`src/rtl/fifo_pkg.sv`:
```
package fifo_pkg;

    typedef struct packed {
        logic empty;
        logic full;
    } fifo_flags_t;

    typedef struct packed {
        logic wr;
        logic rd;
    } fifo_xfer_t;

    // A load is taken when space exists or a read frees a slot in the same cycle.
    function automatic fifo_xfer_t decide_xfer(input logic load,
                                               input logic extract,
                                               input fifo_flags_t fl);
        fifo_xfer_t x;
        x.rd = extract & ~fl.empty;
        x.wr = load & (~fl.full | extract);
        return x;
    endfunction

endpackage

```
`src/rtl/fifo_ptr.sv`:
```
module fifo_ptr #(
    parameter int AW        = 4,
    parameter bit ASYNC_RST = 1'b1
) (
    input  logic        clk,
    input  logic        rst_n,
    input  logic        adv,
    output logic [AW:0] ptr
);

    logic [AW:0] ptr_nxt;

    assign ptr_nxt = adv ? ptr + 1'b1 : ptr;

    generate
        if (ASYNC_RST) begin : g_async
            always_ff @(posedge clk or negedge rst_n) begin
                if (!rst_n) ptr <= '0;
                else        ptr <= ptr_nxt;
            end
        end else begin : g_sync
            always_ff @(posedge clk) begin
                if (!rst_n) ptr <= '0;
                else        ptr <= ptr_nxt;
            end
        end
    endgenerate

endmodule

```
`src/rtl/fifo_regs.sv`:
```
module fifo_regs #(
    parameter int WIDTH = 8,
    parameter int DEPTH = 16,
    parameter int AW    = 4
) (
    input  logic             clk,
    input  logic             wr_en,
    input  logic [AW-1:0]    waddr,
    input  logic [WIDTH-1:0] wdata,
    input  logic [AW-1:0]    raddr,
    output logic [WIDTH-1:0] rdata
);

    logic [WIDTH-1:0] slots [DEPTH];

    // No reset on the array: contents survive a pointer reset.
    always_ff @(posedge clk) begin
        if (wr_en) slots[waddr] <= wdata;
    end

    assign rdata = slots[raddr];

endmodule

```
`src/rtl/flop_fifo.sv`:
```
module flop_fifo
    import fifo_pkg::*;
#(
    parameter int WIDTH     = 8,
    parameter int DEPTH     = 16,
    parameter int AW        = $clog2(DEPTH),
    parameter bit ASYNC_RST = 1'b1
) (
    input  logic             clk,
    input  logic             rst_n,
    input  logic             load,
    input  logic             extract,
    input  logic [WIDTH-1:0] datain,
    output logic [WIDTH-1:0] dataout,
    output logic             empty,
    output logic             full
);

    localparam int PW = AW + 1;

    initial begin
        a_depth_pow2: assert (DEPTH == (1 << AW) && AW >= 1)
            else $error("DEPTH must be a power of two at least 2 with AW = log2(DEPTH)");
    end

    logic [PW-1:0] wptr;
    logic [PW-1:0] rptr;
    fifo_flags_t   flags;
    fifo_xfer_t    xfer;

    assign flags.empty = (wptr == rptr);
    assign flags.full  = (wptr[AW] != rptr[AW]) && (wptr[AW-1:0] == rptr[AW-1:0]);
    assign xfer        = decide_xfer(load, extract, flags);

    fifo_ptr #(.AW(AW), .ASYNC_RST(ASYNC_RST)) u_wptr (
        .clk  (clk),
        .rst_n(rst_n),
        .adv  (xfer.wr),
        .ptr  (wptr)
    );

    fifo_ptr #(.AW(AW), .ASYNC_RST(ASYNC_RST)) u_rptr (
        .clk  (clk),
        .rst_n(rst_n),
        .adv  (xfer.rd),
        .ptr  (rptr)
    );

    fifo_regs #(.WIDTH(WIDTH), .DEPTH(DEPTH), .AW(AW)) u_regs (
        .clk  (clk),
        .wr_en(xfer.wr),
        .waddr(wptr[AW-1:0]),
        .wdata(datain),
        .raddr(rptr[AW-1:0]),
        .rdata(dataout)
    );

    assign empty = flags.empty;
    assign full  = flags.full;

    // refused load leaves the write pointer and full flag alone
    p_no_overflow_r3: assert property (@(posedge clk) disable iff (!rst_n)
        (full && load && !extract) |=> (full && $stable(wptr)))
        else $error("R3 load accepted while full");

    // load with extract while full keeps full set
    p_full_swap_r4: assert property (@(posedge clk) disable iff (!rst_n)
        (full && load && extract) |=> full)
        else $error("R4 full dropped on swap");

    // extract on empty does not move the read pointer
    p_no_underflow_r5: assert property (@(posedge clk) disable iff (!rst_n)
        (empty && extract) |=> $stable(rptr))
        else $error("R5 read pointer moved while empty");

    // a load into an empty FIFO clears empty on the next edge
    p_empty_clear_r7: assert property (@(posedge clk) disable iff (!rst_n)
        (empty && load) |=> !empty)
        else $error("R7 empty stuck after load");

    // load and extract in the middle keep the pointer distance
    p_mid_both_r8: assert property (@(posedge clk) disable iff (!rst_n)
        (!empty && !full && load && extract) |=> ((wptr - rptr) == $past(wptr - rptr)))
        else $error("R8 occupancy changed");

    // flags never both set
    p_flags_excl_r6: assert property (@(posedge clk) disable iff (!rst_n)
        !(empty && full))
        else $error("R6 empty and full together");

endmodule

```
`config.mk`:
```
export PLATFORM = sky130hd
export DESIGN_NAME = flop_fifo
export DESIGN_NICKNAME = d
export VERILOG_FILES = /design/src/rtl/fifo_pkg.sv /design/src/rtl/fifo_ptr.sv /design/src/rtl/fifo_regs.sv /design/src/rtl/flop_fifo.sv
export SDC_FILE = /design/constraint.sdc
export NUM_CORES = 1
export LEC_CHECK = 0
export ABC_AREA = 1
export BUFFER_PORTS_ARGS = -buffer_cell sky130_fd_sc_hd__clkbuf_2
export CAP_MARGIN = 20
export CORE_MARGIN = 2
export CORE_UTILIZATION = 50
export CTS_CLUSTER_SIZE = 12
export DETAILED_ROUTE_END_ITERATION = 12
export PLACE_DENSITY = 0.77
export SYNTH_ARGS = -nofsm -noshare
export SYNTH_HDL_FRONTEND = slang
export SYNTH_SLANG_ARGS = --single-unit
export TNS_END_PERCENT = 30
```
`constraint.sdc`:
```
create_clock -name clk -period 4.48 [get_ports clk]
set_input_delay 0.672 -clock clk [delete_from_list [all_inputs] [get_ports clk]]
set_output_delay 0.672 -clock clk [all_outputs]
set_load 0.05 [all_outputs]
```
==> results of run 1 <==
sequential cells by signal, summed over array words and instances, names as in the netlist:
name	cells
u_regs.slots	128
u_rptr.ptr	5
u_wptr.ptr	5
cells in the final DEF (no fill, tap or decap), types with 2 or more instances in the layout:
cell type  count
inv_1         29
nand3_1       25
clkbuf_16     17
clkbuf_2      21
clkinv_1       2
o211ai_1      32
clkinv_2       2
buf_4          5
xnor2_1        3
nor2_4         2
bufinv_16      3
dfrtp_1        9
inv_6          3
ha_1           5
inv_2          6
nor2_2        10
nand2_1       60
o21ai_0       65
edfxtp_1     128
a21oi_1       16
xor2_1         2
nor2_1        74
worst reg2reg max path: cells and delay by family (launching register included):
| kind | cells | cell delay [ps] |
|---|---|---|
| DFF | 1 | 780 |
| buffers and inverters | 1 | 450 |
| and+or+nand+nor | 6 | 1370 |
worst max path at each step:
stage,from,to,slack [ps]
after floorplan,u_rptr.ptr[0],full,2300
after global placement,u_rptr.ptr[1],dataout[0],1590
after detailed placement,u_rptr.ptr[1],dataout[1],1530
after CTS,u_rptr.ptr[1],dataout[1],1090
after global routing,u_rptr.ptr[1],dataout[2],890
final,u_rptr.ptr[1],dataout[1],1070
cell type report:
| class | instances | area [µm²] |
|---|---|---|
| Clock buffer | 17 | 425 |
| Clock inverter | 12 | 150 |
| Fill cell | 884 | 4790 |
| Inverter | 35 | 131 |
| Multi-Input combinational cell | 297 | 1500 |
| Sequential cell | 138 | 4100 |
| Tap cell | 143 | 179 |
| Timing Repair Buffer | 26 | 143 |
metrics by stage:
step	hold slack [ps]	total power, µW	area, µm²	setup WS, ps
after detailed placement	529	3290	6050	1530
final	114	4650	6630	1070
after global placement	498	3250	6050	1590
after global routing	133	4890	6630	886
after floorplan	376	2900	5870	2300
after CTS	110	4660	6630	1090
power groups by stage:
stage	Sequential [µW]	Combinational, µW	Clock, µW
2_1_floorplan	1620	1270	0
6_report	1690	1580	1370
3_3_place_gp	1710	1540	0
4_1_cts	1690	1580	1390
3_5_place_dp	1720	1570	0
5_1_grt	1710	1730	1450
cells by family (layout without fill, tap and decap cells):
group | count (synthesis) | after routing | synth area share (%)
AO/OA/AOI/OAI | 113 | 113 | 11.0
XOR/XNOR | 5 | 5 | 0.747
adder cells (fa/ha/maj) | 5 | 5 | 1.07
buffers and inverters | 61 | 90 | 4.56
flip-flops | 138 | 138 | 69.8
AND/OR/NAND/NOR | 174 | 174 | 12.8
routing by layer:
| metal | track usage, % | vias up | share of wire (%) |
|---|---|---|---|
| met2 | 34.2 | 158 | 51 |
| li1 | - | 1787 | - |
| met5 | 0 | - | 0 |
| met1 | 26.2 | 1863 | 40 |
| met3 | 5.78 | 16 | 6.9 |
| met4 | 7.24 | 0 | 1.6 |
==> run metrics, run 1 <==
status complete, no violations; # diodes 0; Sw Ratio between 30 and 40%; placement row count 39; WS Path Type reg -> out; Starting Density 51.4%; post-synth top area cell edfxtp_1; Gate power share 34.0%; initial drt markers 389; Max VDD drop 490 µV; RSZ-0062 raised after global routing false; Layout area overhead 13.0%; dpl cells 639; delay-heaviest family, CP flip-flops; synth unique cells 24; top cell type's share of synthesized area 65.5%; Clk pwr share 29.6%; Final GP Congestion 0.831; Worst Path Required 3810 ps; leakage power between 0.002 and 0.0025 µW; number of synthesized flops with an enable pin 128; post-route ant nets 0; Clock Pin Slew Worst Setup and Hold Paths 60 ps; I/O pin count 22; DR WL/cell 18.3 µm; IO buf count 21; critical path, cell by cell buf_4 -> o21ai_0 -> o211ai_1 -> nand3_1 -> nand2_1 -> clkbuf_2; crit share post-route 76.1%; crit-path max FO 32; vias in the first global route 3799; Pint 2840 µW; post-synthesis sequential area ratio a little over two thirds; Slew headroom 28.2%; Synth Instances 496; DR vias/cell 5.72; Root Driver clkbuf_16; critical path launch point type flop; WP buf/inv 2; final core occ 58.0%; wirelength, routed ~12000 µm; Post-synth top cells 128 x edfxtp_1, 74 x nor2_1, 65 x o21ai_0, 60 x nand2_1, 32 x o211ai_1; Sequential Power Share 36.4%; Reg-to-Reg End u_regs.slots[9][7]; switching power ~1800 µW; Setup Skew 6.15 ps; post-CTS resize count 0; cts hold-fix bufs 0; clock sinks between 100 and 150; Finished Layout Cells 668; final global-route overflow total 0; setup total negative slack 0 ps; Min-Delay Path Class in -> async; crit-path max cell delay 1050 ps; start of the worst register-to-register path u_rptr.ptr[1]; Async S/R FF share, synth approximately 7.2%; net count after synthesis 513; Yosys warning total 0; GRT Total Usage 20.6%; H-tree Lvls 4; ys flop type edfxtp_1; post-layout min period 3410 ps; final layout net count 532; Worst EP arrival 2740 ps; fmax around 290 MHz; Worst Reg-to-Reg Cells 7; Max-Cap Viols 0; layout cells sized above 1 14.3%; Post CTS Setup Buffer Count 0; die width 112 µm; Pins Over Slew Limit 0; critical path capture point type output port; top cells by area, synth edfxtp_1 66%, o21ai_0 5.5%, nor2_1 4.7%; #FFs+latches synth 138; Final Hold Violating Endpoints 0; most numerous cell in the Yosys netlist edfxtp_1; Syn Area/Cell ~12 µm²; Final setup viols 0; Slowest-stage cell, CP dfrtp_1; Synth Cell Area 0.00587 mm²; hpwl dp 7380 µm; critical path depth 6; Worst-Margin Slew 1080 ps; vias about 3800; CTS tree yes; Die Y 112 µm; Die Area 0.0126 mm²; clk_lat worst skew 420 ps; clk buf depth 2; 1st-pass router iterations 6; drt drc 0; CTS Buf Count 17; register-to-register setup slack 1500 ps; initial antenna violation count 0; PD cells 701 mW/mm²; pin count of the biggest net entering global routing 65; area of the core 0.0114 mm²; first-pass GRT wire length approximately 20000 µm
(Power assumes the default switching activity.)
==> run 2: changes to the inputs <==
--- a/config.mk
+++ b/config.mk
@@ -12,7 +12,7 @@
 export CORE_UTILIZATION = 50
 export CTS_CLUSTER_SIZE = 12
 export DETAILED_ROUTE_END_ITERATION = 12
-export PLACE_DENSITY = 0.77
+export PLACE_DENSITY = 0.79
 export SYNTH_ARGS = -nofsm -noshare
 export SYNTH_HDL_FRONTEND = slang
 export SYNTH_SLANG_ARGS = --single-unit
==> constraint.sdc (replaced) <==
create_clock -name clk -period 2.9 [get_ports clk]
set_input_delay 0.435 -clock clk [delete_from_list [all_inputs] [get_ports clk]]
set_output_delay 0.435 -clock clk [all_outputs]
set_load 0.05 [all_outputs]
==> run metrics, run 2 (synthesized netlist as in run 1, its figures left out) <==
status complete, no violations; Clock Pin Slew Worst Setup and Hold Paths 60 ps (about the same); DR vias/cell 5.81 (+1.5%); crit share post-route 96.3%; clock sinks 138 (unchanged); final layout net count 543 (+2.1%); fmax about 360 MHz; Layout area overhead 14.4%; WHS Path Cells 3; Worst-Margin Slew 1020 ps (-59.0 ps); largest registers u_regs.slots (128), u_rptr.ptr (5), u_wptr.ptr (5); Largest register FFs 128 (unchanged); pin count of the biggest net entering global routing 62 (-4.6%); setup total negative slack 0 ps (unchanged); Max-Cap Viols 0 (unchanged); setup slack after placement 545 ps (-985 ps); register-to-register setup slack 530 ps (-970 ps); Worst EP arrival 2360 ps (-380 ps); most common cell after layout, fill and taps aside edfxtp_1; Root Driver clkbuf_16; leakage power 0.00243 µW (+1.9%); Top reg by flops u_regs.slots; wirelength, routed 13300 µm (+8.7%); drt drc 0 (unchanged); Final WS setup 106 ps (-964 ps); Cell Area, Placed 0.00614 mm² (+1.5%); Die Area 0.0126 mm² (unchanged); Setup Skew 13.4 ps (+7.29 ps); critical path capture point type output port; post-layout min period 2790 ps; I/O pin count 22 (unchanged); # diodes 0 (unchanged); crit-path max FO 61 (+91%); Final GP Congestion 0.853 (+2.6%); final global-route overflow total 0 (unchanged); vias 3958 (+3.5%); CTS Buf Count 17 (unchanged); layout cells sized above 1 15.8% (+1.5 points); Worst Path Required 2470 ps (-1340 ps); post-route ant nets 0 (unchanged); Pins Over Slew Limit 0 (unchanged); post-route cell area 0.00671 mm² (+1.3%); Starting Density 51.4% (unchanged); most frequent cells in the layout 128 x edfxtp_1, 74 x nor2_1, 65 x o21ai_0, 60 x nand2_1, 32 x o211ai_1; vias in the first global route 3917 (+3.1%); Finished Layout Cells 681 (+1.9%); clk buf depth 2 (unchanged); die width 112 µm (unchanged); Worst Reg-to-Reg Cells 7 (unchanged); Final setup viols 0 (unchanged); H-tree Lvls 4 (unchanged); Max VDD drop 570 µV (+16%); Die Y 112 µm (unchanged); GR Layer Usage met1 27.9% (+1.6 points); Final Hold Violating Endpoints 0 (unchanged); initial antenna violation count 0 (unchanged); GR Layer Usage met2 36.6% (+2.4 points); GRT Total Usage 21.9% (+1.3 points); met3 Usage GRT 5.89% (+0.11 points); DR WL/cell 19.5 µm (+6.7%); Slew headroom 31.9% (+3.7 points); PD cells 1090 mW/mm² (+55%); IO buf count 21 (unchanged); clk_lat worst skew 420 ps (about the same); critical path launch point type flop; first-pass GRT wire length 20700 µm (+5.8%); 1st-pass router iterations 5 (-1); WS Path Type reg -> out; hpwl dp 7830 µm (+6.1%); initial drt markers 446 (+15%); area of the core 0.0114 mm² (unchanged); placement row count 39 (unchanged); CTS tree yes; grt peak-use layer met2; Min-Delay Path Class in -> reg; RSZ-0062 raised after global routing false; dpl cells 649 (+1.6%)
==> run 2: changes by cell type in the layout (fill, tap and decap cells not counted) <==
cell | previous run | this run
buf_6 | 0 | 1
clkinv_1 | 2 | 4
clkinv_2 | 2 | 3
clkbuf_2 | 21 | 20
buf_12 | 0 | 1
inv_6 | 3 | 1
dlygate4sd3_1 | 0 | 1
clkinvlp_4 | 1 | 3
buf_4 | 5 | 14
bufinv_16 | 3 | 2
==> run 2: cell type report <==
type                    count  area, µm²
multi-input cells         297       1500
inverters                  35        131
flip-flops and latches    138       4100
repair buffers             37        246
fillers                   875       4710
clock buffers              17        425
well taps                 143        179
clock inverters            14        130
==> run 2: worst paths after layout <==
check                               from                  to
max                        u_rptr.ptr[0]          dataout[3]
min                                 load       u_wptr.ptr[3]
max reg2reg                u_rptr.ptr[0]  u_regs.slots[9][7]
min reg2reg                u_wptr.ptr[4]       u_wptr.ptr[4]
max in group asynchronous          rst_n       u_rptr.ptr[0]
min in group asynchronous          rst_n       u_wptr.ptr[4]
==> run 2: timing repair <==
item,CTS,global route
buffers inserted,0,0
setup endpoints to repair,0,1
gates resized for setup,0,1
hold buffers,1,0
hold endpoints to repair,10,0
==> run 2: power by group <==
group | leakage [µW] | switching, µW | internal, µW
Sequential | 0.00128 | 117 | 2400
Clock | 0.000265 | 786 | 1240
Combinational | 0.000885 | 1990 | 770
Total | 0.00243 | 2890 | 4410
==> run 2: worst max-delay path, cell delays in order (launching register included) <==
cell and delay, ps:
dfrtp_2 370, buf_4 480, o21ai_0 280, o211ai_1 270, nand3_1 140, nand2_1 100, clkbuf_2 280
==> run 2: metrics by stage <==
step | power, µW | hold slack (ps) | utilization, %
after floorplan | 4480 | 139 | -
after global placement | 5150 | 317 | 53.8
after detailed placement | 5250 | 321 | 53.8
after CTS | 7280 | 329 | 58.7
after global routing | 7660 | 357 | 58.8
final | 7300 | 341 | 58.8
==> run 2: metal layers <==
layer | vias up | routed length [µm]
met2 | 205 | 6810
met1 | 1923 | 5240
li1 | 1805 | -
met3 | 25 | 996
met4 | 0 | 204
met5 | - | 0
